### config.mk
export PLATFORM = sky130hd
export DESIGN_NAME = ddr3_bringup_seq
export DESIGN_NICKNAME = d
export VERILOG_FILES = /design/src/rtl/ddr3i_pkg.sv /design/src/rtl/ddr3i_mr_build.sv /design/src/rtl/ddr3i_cmd_pack.sv /design/src/rtl/ddr3i_cycle_cnt.sv /design/src/rtl/ddr3_bringup_seq.sv
export SDC_FILE = /design/constraint.sdc
export NUM_CORES = 1
export LEC_CHECK = 0
export CAP_MARGIN = 20
export CORE_MARGIN = 5
export CORE_UTILIZATION = 40
export DETAILED_ROUTE_END_ITERATION = 6
export DONT_BUFFER_PORTS = 1
export GPL_ROUTABILITY_DRIVEN = 0
export GPL_TIMING_DRIVEN = 0
export HOLD_SLACK_MARGIN = 0.15
export SYNTH_ARGS = -nofsm -noshare
export SYNTH_HDL_FRONTEND = slang
export SYNTH_SLANG_ARGS = --single-unit
### constraint.sdc
create_clock -name clk -period 2.2 [get_ports clk]
set_clock_uncertainty 0.15 [all_clocks]
set_input_delay 0.44 -clock clk [delete_from_list [all_inputs] [get_ports clk]]
set_output_delay 0.44 -clock clk [all_outputs]
set_load 0.01 [all_outputs]
### src/rtl/ddr3i_pkg.sv
package ddr3i_pkg;

  localparam int unsigned WORD_W    = 32;
  localparam int unsigned START_POS = 31;
  localparam int unsigned RK1_POS   = 21;
  localparam int unsigned RK0_POS   = 20;
  localparam int unsigned MRN_LSB   = 17;
  localparam int unsigned MRD_LSB   = 4;
  localparam int unsigned MRD_W     = 13;
  localparam int unsigned NSTEP     = 7;

  typedef enum logic [3:0] {
    OP_DESEL = 4'd0,
    OP_PREA  = 4'd1,
    OP_REF   = 4'd2,
    OP_MRS   = 4'd3,
    OP_ZQCS  = 4'd4,
    OP_ZQCL  = 4'd5,
    OP_RSTL  = 4'd6,
    OP_MRR   = 4'd8,
    OP_DPDE  = 4'd9
  } op_e;

  typedef enum logic [2:0] {
    ST_IDLE,
    ST_PWRUP,
    ST_ISSUE,
    ST_ACKW,
    ST_GAP
  } state_e;

  typedef struct packed {
    op_e        op;
    logic [1:0] mr_sel;
  } step_t;

  // Fixed bring-up order; index 0 is followed by the settling gap.
  function automatic step_t step_of(input logic [2:0] idx);
    step_t s;
    case (idx)
      3'd0:    s = '{op: OP_DESEL, mr_sel: 2'd0};
      3'd1:    s = '{op: OP_PREA,  mr_sel: 2'd0};
      3'd2:    s = '{op: OP_MRS,   mr_sel: 2'd2};
      3'd3:    s = '{op: OP_MRS,   mr_sel: 2'd3};
      3'd4:    s = '{op: OP_MRS,   mr_sel: 2'd1};
      3'd5:    s = '{op: OP_MRS,   mr_sel: 2'd0};
      default: s = '{op: OP_ZQCL,  mr_sel: 2'd0};
    endcase
    return s;
  endfunction

endpackage

### src/rtl/ddr3i_mr_build.sv
module ddr3i_mr_build
  import ddr3i_pkg::*;
#(
  parameter int unsigned TW = 5
) (
  input  logic [TW-1:0]             twr_i,
  input  logic [TW-1:0]             tcl_i,
  input  logic [TW-1:0]             tcwl_i,
  output logic [3:0][MRD_W-1:0]     mr_o
);

  logic [TW:0]   twr_ext;
  logic [TW:0]   twr_even;
  logic [TW:0]   twr_m4;
  logic [2:0]    wr_code;
  logic [TW-1:0] cl_m4;
  logic [TW-1:0] cwl_m5;

  always_comb begin
    twr_ext  = {1'b0, twr_i};
    // Values above 8 rounded up to even before encoding
    twr_even = (twr_ext > (TW+1)'(8)) ? ((twr_ext + (TW+1)'(1)) & ~(TW+1)'(1)) : twr_ext;
    twr_m4   = twr_even - (TW+1)'(4);
    wr_code  = (twr_even <= (TW+1)'(8)) ? twr_m4[2:0] : twr_even[3:1];
    cl_m4    = tcl_i - TW'(4);
    cwl_m5   = tcwl_i - TW'(5);

    mr_o[0]        = '0;
    mr_o[0][11:9]  = wr_code;
    mr_o[0][8]     = 1'b1;
    mr_o[0][6:4]   = cl_m4[2:0];
    mr_o[0][2]     = cl_m4[3];

    mr_o[1]        = '0;
    mr_o[1][6]     = 1'b1;

    mr_o[2]        = '0;
    mr_o[2][5:3]   = cwl_m5[2:0];

    mr_o[3]        = '0;
  end

endmodule

### src/rtl/ddr3i_cmd_pack.sv
module ddr3i_cmd_pack
  import ddr3i_pkg::*;
(
  input  step_t                 step_i,
  input  logic [3:0][MRD_W-1:0] mr_i,
  output logic [WORD_W-1:0]     word_o
);

  always_comb begin
    word_o            = '0;
    word_o[START_POS] = 1'b1;
    word_o[RK1_POS]   = 1'b1;
    word_o[RK0_POS]   = 1'b1;
    word_o[3:0]       = step_i.op;
    if (step_i.op == OP_MRS) begin
      word_o[MRN_LSB +: 2]     = step_i.mr_sel;
      word_o[MRD_LSB +: MRD_W] = mr_i[step_i.mr_sel];
    end
  end

endmodule

### src/rtl/ddr3i_cycle_cnt.sv
module ddr3i_cycle_cnt #(
  parameter int unsigned W = 8
) (
  input  logic         clk,
  input  logic         rst_n,
  input  logic         clr_i,
  input  logic         en_i,
  output logic [W-1:0] count_o
);

  logic [W-1:0] count_d;

  always_comb begin
    count_d = count_o;
    if (clr_i)     count_d = '0;
    else if (en_i) count_d = count_o + W'(1);
  end

  always_ff @(posedge clk or negedge rst_n) begin
    if (!rst_n)              count_o <= '0;
    else if (clr_i || en_i)  count_o <= count_d;
  end

endmodule

### src/rtl/ddr3_bringup_seq.sv
module ddr3_bringup_seq
  import ddr3i_pkg::*;
#(
  parameter int unsigned TW              = 5,
  parameter int unsigned PWR_TIMEOUT_CYC = 25000,
  parameter int unsigned GAP_CYC         = 50
) (
  input  logic          clk,
  input  logic          rst_n,
  input  logic          start_i,
  input  logic [TW-1:0] twr_i,
  input  logic [TW-1:0] tcl_i,
  input  logic [TW-1:0] tcwl_i,
  output logic          pwr_req_o,
  input  logic          pwr_done_i,
  output logic          cmd_wr_o,
  output logic [31:0]   cmd_word_o,
  input  logic          cmd_pending_i,
  output logic          busy_o,
  output logic          done_o,
  output logic          err_o
);

  localparam int unsigned CNT_MAX  = (PWR_TIMEOUT_CYC > GAP_CYC) ? PWR_TIMEOUT_CYC : GAP_CYC;
  localparam int unsigned CNT_W    = $clog2(CNT_MAX + 1);
  localparam logic [CNT_W-1:0] TO_LAST  = CNT_W'(PWR_TIMEOUT_CYC - 1);
  localparam logic [CNT_W-1:0] GAP_LAST = CNT_W'(GAP_CYC - 1);
  localparam logic [2:0]       LAST_STEP = 3'(NSTEP - 1);

  state_e        state_q, state_d;
  logic [2:0]    step_q, step_d;
  logic          done_q, done_d;
  logic          err_q, err_d;
  logic [TW-1:0] twr_q, tcl_q, tcwl_q;
  logic          load_en;
  logic          cnt_clr, cnt_en;
  logic [CNT_W-1:0] cnt;

  logic [3:0][MRD_W-1:0] mr_words;
  step_t                 cur_step;

  // Next-state logic
  always_comb begin
    state_d = state_q;
    step_d  = step_q;
    done_d  = done_q;
    err_d   = err_q;
    load_en = 1'b0;
    cnt_en  = 1'b0;
    case (state_q)
      ST_IDLE: begin
        if (start_i) begin
          state_d = ST_PWRUP;
          step_d  = '0;
          done_d  = 1'b0;
          err_d   = 1'b0;
          load_en = 1'b1;
        end
      end
      ST_PWRUP: begin
        if (pwr_done_i) begin
          state_d = ST_ISSUE;
          step_d  = '0;
        end else if (cnt == TO_LAST) begin
          state_d = ST_IDLE;
          err_d   = 1'b1;
        end else begin
          cnt_en  = 1'b1;
        end
      end
      ST_ISSUE: state_d = ST_ACKW;
      ST_ACKW: begin
        if (!cmd_pending_i) begin
          if (step_q == LAST_STEP) begin
            state_d = ST_IDLE;
            done_d  = 1'b1;
          end else if (step_q == 3'd0) begin
            state_d = ST_GAP;
          end else begin
            state_d = ST_ISSUE;
            step_d  = step_q + 3'd1;
          end
        end
      end
      ST_GAP: begin
        if (cnt == GAP_LAST) begin
          state_d = ST_ISSUE;
          step_d  = step_q + 3'd1;
        end else begin
          cnt_en  = 1'b1;
        end
      end
      default: state_d = ST_IDLE;
    endcase
  end

  assign cnt_clr = (state_d != state_q);

  // State registers
  always_ff @(posedge clk or negedge rst_n) begin
    if (!rst_n) begin
      state_q <= ST_IDLE;
      step_q  <= '0;
      done_q  <= 1'b0;
      err_q   <= 1'b0;
    end else begin
      state_q <= state_d;
      step_q  <= step_d;
      done_q  <= done_d;
      err_q   <= err_d;
    end
  end

  // Timing values captured only on an accepted start
  always_ff @(posedge clk or negedge rst_n) begin
    if (!rst_n) begin
      twr_q  <= '0;
      tcl_q  <= '0;
      tcwl_q <= '0;
    end else if (load_en) begin
      twr_q  <= twr_i;
      tcl_q  <= tcl_i;
      tcwl_q <= tcwl_i;
    end
  end

  ddr3i_cycle_cnt #(.W(CNT_W)) u_cnt (
    .clk     (clk),
    .rst_n   (rst_n),
    .clr_i   (cnt_clr),
    .en_i    (cnt_en),
    .count_o (cnt)
  );

  ddr3i_mr_build #(.TW(TW)) u_mr (
    .twr_i  (twr_q),
    .tcl_i  (tcl_q),
    .tcwl_i (tcwl_q),
    .mr_o   (mr_words)
  );

  assign cur_step = step_of(step_q);

  ddr3i_cmd_pack u_pack (
    .step_i (cur_step),
    .mr_i   (mr_words),
    .word_o (cmd_word_o)
  );

  assign pwr_req_o = (state_q == ST_PWRUP);
  assign cmd_wr_o  = (state_q == ST_ISSUE);
  assign busy_o    = (state_q != ST_IDLE);
  assign done_o    = done_q;
  assign err_o     = err_q;

endmodule

==> results of run 1 <==
[cell families after synthesis]
family / after synthesis / synth area share [%]
AO/OA/AOI/OAI: 55 / 14.2
adder cells (fa/ha/maj): 10 / 5.39
other: 2 / 0.324
buffers and inverters: 45 / 10.9
multiplexers: 11 / 5.23
AND/OR/NAND/NOR: 91 / 22.8
flip-flops: 35 / 37.8
XOR/XNOR: 9 / 3.40
[metal layers]
metal / up-vias / routed length [um]
li1: 975 / -
met1: 918 / 2470
met2: 34 / 2740
met3: 2 / 255
met4: 0 / 32
met5: - / 0
[where the power goes]
| part | internal [uW] | leakage, uW | switching [uW] |
|---|---|---|---|
| Sequential | 814 | 0.000457 | 176 |
| Combinational | 680 | 0.000784 | 806 |
| Clock | 220 | 0.0000402 | 253 |
| Total | 1710 | 0.00128 | 1230 |
[placed cells by master, fill, tap and decap left out, types with 4 or more instances in the layout]
| cell | netlist | routed |
|---|---|---|
| a21oi_1 | 14 | 10 |
| and4_1 | 5 | 4 |
| buf_4 | 18 | 34 |
| clkbuf_1 | 6 | 5 |
| clkbuf_8 | 0 | 5 |
| conb_1 | 2 | 18 |
| dfrtp_1 | 35 | 34 |
| dlygate4sd3_1 | 0 | 13 |
| ha_1 | 10 | 4 |
| ha_4 | 0 | 4 |
| inv_1 | 17 | 14 |
| mux2_2 | 9 | 9 |
| nand2_1 | 18 | 18 |
| nor2_1 | 23 | 17 |
| nor2_2 | 0 | 6 |
| o21ai_0 | 17 | 16 |
| o22ai_1 | 8 | 7 |
| or3_1 | 8 | 7 |
| xnor2_1 | 4 | 4 |
| xor2_1 | 5 | 5 |
[per-stage QoR]
step | worst slack, ns | setup TNS [ns]
after global routing | -0.369 | -2.86
final | -0.336 | -2.32
after CTS | -0.316 | -2.15
after detailed placement | -0.251 | -3.28
after global placement | -0.262 | -2.99
after floorplan | 0.0158 | 0
[how the worst max path moves through the flow]
stage	end	slack (ns)	depth (start not counted)
detailed placement	u_cnt.count_o[5]	-0.25	7
floorplan	cmd_word_o[13]	0.02	4
global placement	u_cnt.count_o[10]	-0.26	7
finish	cmd_word_o[13]	-0.34	4
global route	cmd_word_o[13]	-0.37	4
CTS	cmd_word_o[13]	-0.32	4
[what timing repair did]
item	in CTS	in global routing
resized for setup	20	26
hold endpoints to repair	47	0
pin swaps	5	9
hold buffers	14	0
setup endpoints to repair	31	37
buffers inserted	4	11
[layout make-up]
| type | instances | area [sq um] | area share, % |
|---|---|---|---|
| Multi-Input combinational cell | 194 | 1430 | 47.6 |
| Sequential cell | 35 | 877 | 29.1 |
| Timing Repair Buffer | 29 | 263 | 8.72 |
| Buffer | 28 | 194 | 6.44 |
| Tap cell | 72 | 90.1 | 2.99 |
| Clock buffer | 5 | 68.8 | 2.28 |
| Inverter | 17 | 66.3 | 2.20 |
| Clock inverter | 3 | 20.0 | 0.664 |
[flip-flops by register name, summed over array words and instances, names as in the netlist]
register	count
step_q	3
tcl_q	4
tcwl_q	3
err_o	1
u_cnt.count_o	15
twr_q	5
state_q	3
done_o	1
==> results.json, run 1 <==
{
  "status": "finished with violations",
  "violations": "negative setup slack",
  "path_clk_slew_ns": 0.08,
  "hold_start": "cmd_pending_i",
  "routedWlPerCell_um": 14.4,
  "vdd_drop_max_v": 0.000442,
  "grt_antenna_before_repair": 0,
  "worst-path-max-fanout": 5,
  "fin_util_pct": 54.1,
  "wirelength_mm": 5.50,
  "leakage_uw": 0.00128,
  "layout-drive-gt1-share_pct": 30.9,
  "synth_area_leaders": "dfrtp_1 (38%), buf_4 (5.8%), ha_1 (5.4%), mux2_2 (4.4%), nor2_1 (3.7%)",
  "overflow": 0,
  "path_cells": "ha_2 -> ha_4 -> or4b_4 -> a211oi_4",
  "post_dp_cell_area_sq_um": 2480,
  "drc_errors": 0,
  "ys_warn_count": 0,
  "syn2layout_area_growth_pct": 29.9,
  "cts_max_level": 2,
  "busiest_layer": "met2",
  "arrival_ns": 1.95,
  "clk_latency_ns": 0.29,
  "rr_worst_depth": 7,
  "cp_num_buf_inv": 0,
  "syn_area_sq_um": 2320,
  "dieArea_sq_um": 7420,
  "finalCritPeriodShare_pct": 115,
  "synth_most_common_cell": "dfrtp_1",
  "avgSynthCellArea_sq_um": 8.99,
  "crit_family": "simple AND/OR/NAND/NOR gates",
  "r2r-end": "u_cnt.count_o[11]",
  "maxCapViolCount": 0,
  "synth_top_area_share_pct": 37.8,
  "fmax_mhz": 394,
  "antenna_cells": 0,
  "crit_type": "reg -> out",
  "synth_top_area_cell": "dfrtp_1",
  "met2_usage_pct": 25.2,
  "clock_path_buffers": 2,
  "track_usage_pct": 15.1,
  "synth-seq-cells": 35,
  "vias": 1929,
  "required_ns": 1.61,
  "use_met3_pct": 3.27,
  "finalSetupViolCount": 11,
  "cpPeakStageDelay_ns": 0.61,
  "p_total_uw": 2950,
  "die_x_um": 86.2,
  "crit_path_end_kind": "output port",
  "setup.worst_path.start_class": "flip-flop",
  "met1_usage_pct": 19.9,
  "synth.distinct_cells": 51,
  "post-route-cell-area_sq_um": 3010,
  "cts_tree": "done",
  "first_pass_iters": 6,
  "hp-class": "in -> reg",
  "cts_buffers": 5,
  "setup_ws_ns": -0.336,
  "drt_iter0_drc": 51,
  "grt_pass1_vias": 1878,
  "holdWs_ns": 0.211,
  "nFillCells": 504,
  "avgViaCountPerCell": 5.04,
  "startpoint": "step_q[1]",
  "synth_seq_area_share_pct": 37.8,
  "synth-edff-count": 0,
  "dieHeight_um": 86.2,
  "hold_viol": 0,
  "synth_common_cells": "dfrtp_1 (35), nor2_1 (23), buf_4 (18), nand2_1 (18)",
  "fin_cells": 383,
  "r2r_slack_ns": 0.08,
  "rsz0062_at_grt": "yes",
  "hold_depth": 2,
  "cts.sinks": 35,
  "cpMaxStageDelayCell": "or4b_4",
  "grt_pass1_wl_mm": 9.09,
  "r2r_start": "state_q[1]",
  "grt_max_degree": 36,
  "drv_slew": 0,
  "rows": 27,
  "pin_count": 57,
  "core_sq_um": 5570,
  "start_util_pct": 41.6,
  "fin_nets": 340,
  "port-buffer-count": 0,
  "hpwl_mm": 3.77,
  "synthArstFlopShare_pct": 100,
  "timing.final.crit_period_ns": 2.54,
  "synth_ff_type": "dfrtp_1",
  "syn_inst": 258,
  "holdPathEnd": "state_q[0]",
  "dp_cells": 346,
  "ant_nets": 0,
  "cts_root_buf": "clkbuf_8",
  "p_per_area_nw_per_um2": 979
}
(Power assumes the default switching activity.)
==> run 2: changes to the inputs <==
==> constraint.sdc (replaced) <==
create_clock -name clk -period 2.4 [get_ports clk]
set_clock_uncertainty 0.15 [all_clocks]
set_input_delay 0.48 -clock clk [delete_from_list [all_inputs] [get_ports clk]]
set_output_delay 0.48 -clock clk [all_outputs]
set_load 0.01 [all_outputs]
==> run 2 against run 1 <==
Compared with the run above: the run still ends with negative setup slack left; clock power shrank 9.5%; worst setup slack gained 0.21 ns; flip-flop and latch count is the same; first-iteration DRC count grew 67%; hold slack lost 0.050 ns; via count shrank 1.3%; routed wire length shrank 2.8%; design area shrank 5.9%; die area is the same; largest power group unchanged; highest routed layer unchanged.
==> results.json, run 2 (synthesis gave the netlist of run 1 again) <==
{
  "status": "finished with violations",
  "violations": "negative setup slack",
  "final.setup.tns_ns": -0.498,
  "comb_power_share_pct": 49.9,
  "hold_viol": 0,
  "crit_type": "reg -> out",
  "dieArea_sq_um": 7420,
  "cts_root_buf": "clkbuf_8",
  "largest_reg_flops": 15,
  "p_per_area_nw_per_um2": 933,
  "clock_path_buffers": 2,
  "overflow": 0,
  "port-buffer-count": 0,
  "dr_wl_met2_mm": 2.59,
  "r2r-end": "u_cnt.count_o[8]",
  "crit_path_end_kind": "output port",
  "grt_max_degree": 36,
  "fin_nets": 327,
  "cts.sinks": 35,
  "dieHeight_um": 86.2,
  "pre_cts_ws_ns": -0.0980,
  "swShare_pct": 41.7,
  "ant_nets": 0,
  "cts_buffers": 5,
  "drc_errors": 0,
  "r2r_slack_ns": 0.18,
  "cts_max_level": 2,
  "pin_count": 57,
  "power_frac_seq_pct": 33.9,
  "drt-met1-wl_mm": 2.39,
  "vias": 1903,
  "largestRegisters": "u_cnt.count_o: 15 flops, twr_q: 5 flops, tcl_q: 4 flops",
  "rows": 27,
  "rsz0062_at_grt": "yes",
  "track_usage_pct": 14.8,
  "cts_tree": "done",
  "switchingPower_uw": 1100,
  "vdd_drop_max_v": 0.000361,
  "highest-signal-layer": "met4",
  "timing.final.crit_period_ns": 2.52,
  "path_clk_slew_ns": 0.07,
  "hpwl_mm": 3.71,
  "finalCritPeriodShare_pct": 105,
  "start_util_pct": 41.6,
  "r2r_start": "u_cnt.count_o[0]",
  "hp-class": "in -> reg",
  "required_ns": 1.77,
  "syn2layout_area_growth_pct": 22.2,
  "leakage_uw": 0.00121,
  "routedWlPerCell_um": 14.5,
  "fmax_mhz": 396,
  "setup.worst_path.start_class": "flip-flop",
  "hold_start": "tcwl_i[1]",
  "post-route-cell-area_sq_um": 2840,
  "post_dp_cell_area_sq_um": 2470,
  "rr_worst_depth": 7,
  "top_register": "u_cnt.count_o",
  "wirelength_mm": 5.35,
  "worst-path-max-fanout": 6,
  "mostFrequentLayoutCell": "dfrtp_1",
  "antenna_cells": 0,
  "clk_latency_ns": 0.29,
  "final_cell_mix": "dfrtp_1 (35), buf_4 (31), nand2_1 (18), conb_1 (18), nor2_1 (17)",
  "holdPathEnd": "tcwl_q[1]",
  "finalSetupViolCount": 6,
  "grt_antenna_before_repair": 0,
  "grt_pass1_vias": 1834,
  "p_int_uw": 1540,
  "maxCapViolCount": 0,
  "hold_depth": 2,
  "avgViaCountPerCell": 5.14,
  "arrival_ns": 1.89,
  "layout-drive-gt1-share_pct": 28.5,
  "drt_iter0_drc": 85,
  "die_x_um": 86.2,
  "clkPwrFrac_pct": 16.2,
  "drv_slew": 0,
  "grt_pass1_wl_mm": 8.88,
  "first_pass_iters": 4,
  "setup_ws_ns": -0.124,
  "met3_length_um": 305,
  "core_sq_um": 5570
}
[run 2: changes by cell type in the layout (fill, tap and decap cells not counted), moves of 2 or more]
cell and change:
dlygate4sd3_1 -12, buf_4 -3, a21oi_1 +2, ha_1 +2, ha_4 -2, inv_2 -2
[run 2: how the worst max path moves through the flow]
stage / start / to / slack [ns] / depth (start not counted)
2_1_floorplan: step_q[0] / cmd_word_o[13] / 0.05 / 4
3_3_place_gp: u_cnt.count_o[9] / u_cnt.count_o[2] / -0.12 / 7
6_report: step_q[0] / cmd_word_o[15] / -0.12 / 6
4_1_cts: step_q[1] / cmd_word_o[13] / -0.19 / 4
5_1_grt: step_q[0] / cmd_word_o[15] / -0.21 / 6
3_5_place_dp: u_cnt.count_o[9] / u_cnt.count_o[12] / -0.1 / 7
[run 2: final cells by class]
type                    count  area (sq um)
fillers                   518          2740
clock inverters             3          20.0
inverters                  17          68.8
repair buffers             16           139
multi-input cells         194          1380
well taps                  72          90.1
flip-flops and latches     35           876
clock buffers               5          68.8
plain buffers              28           193
[run 2: timing repair]
| action | in CTS | in global routing |
|---|---|---|
| resized for setup | 20 | 15 |
| hold endpoints to repair | 35 | 0 |
| setup buffers | 8 | 6 |
| hold buffers | 2 | 0 |
| pin swaps | 4 | 5 |
| endpoints found under the setup margin | 20 | 28 |
[run 2: metrics by stage]
step | power [uW] | hold WS, ns | utilization [%] | instances
detailed placement | 1950 | 0.0354 | 44.4 | 346
CTS | 2490 | 0.153 | 48.8 | 364
floorplan | 1730 | 0.0344 | - | 274
global placement | 1940 | 0.0353 | 44.4 | 346
finish | 2650 | 0.161 | 50.9 | 370
global route | 2880 | 0.154 | 50.9 | 370
[run 2: metal layers]
layer	track usage (%)	vias up
met3	3.17	7
met2	24.6	41
met1	19.3	904
li1	-	951
met4	4.32	0
met5	0	-
[run 2: worst max-delay path, cell delays in order (launching register included)]
cell and delay (ns):
dfrtp_1 0.37, buf_4 0.12, inv_1 0.06, ha_4 0.18, or4b_4 0.61, buf_6 0.16
nor2_4 0.10
[run 2: power groups by stage]
stage,clock network (uW),logic [uW],registers [uW]
after floorplan,0,866,867
after global placement,0,1040,901
after detailed placement,0,1050,903
after CTS,443,1150,890
after global routing,475,1480,925
final,429,1320,897
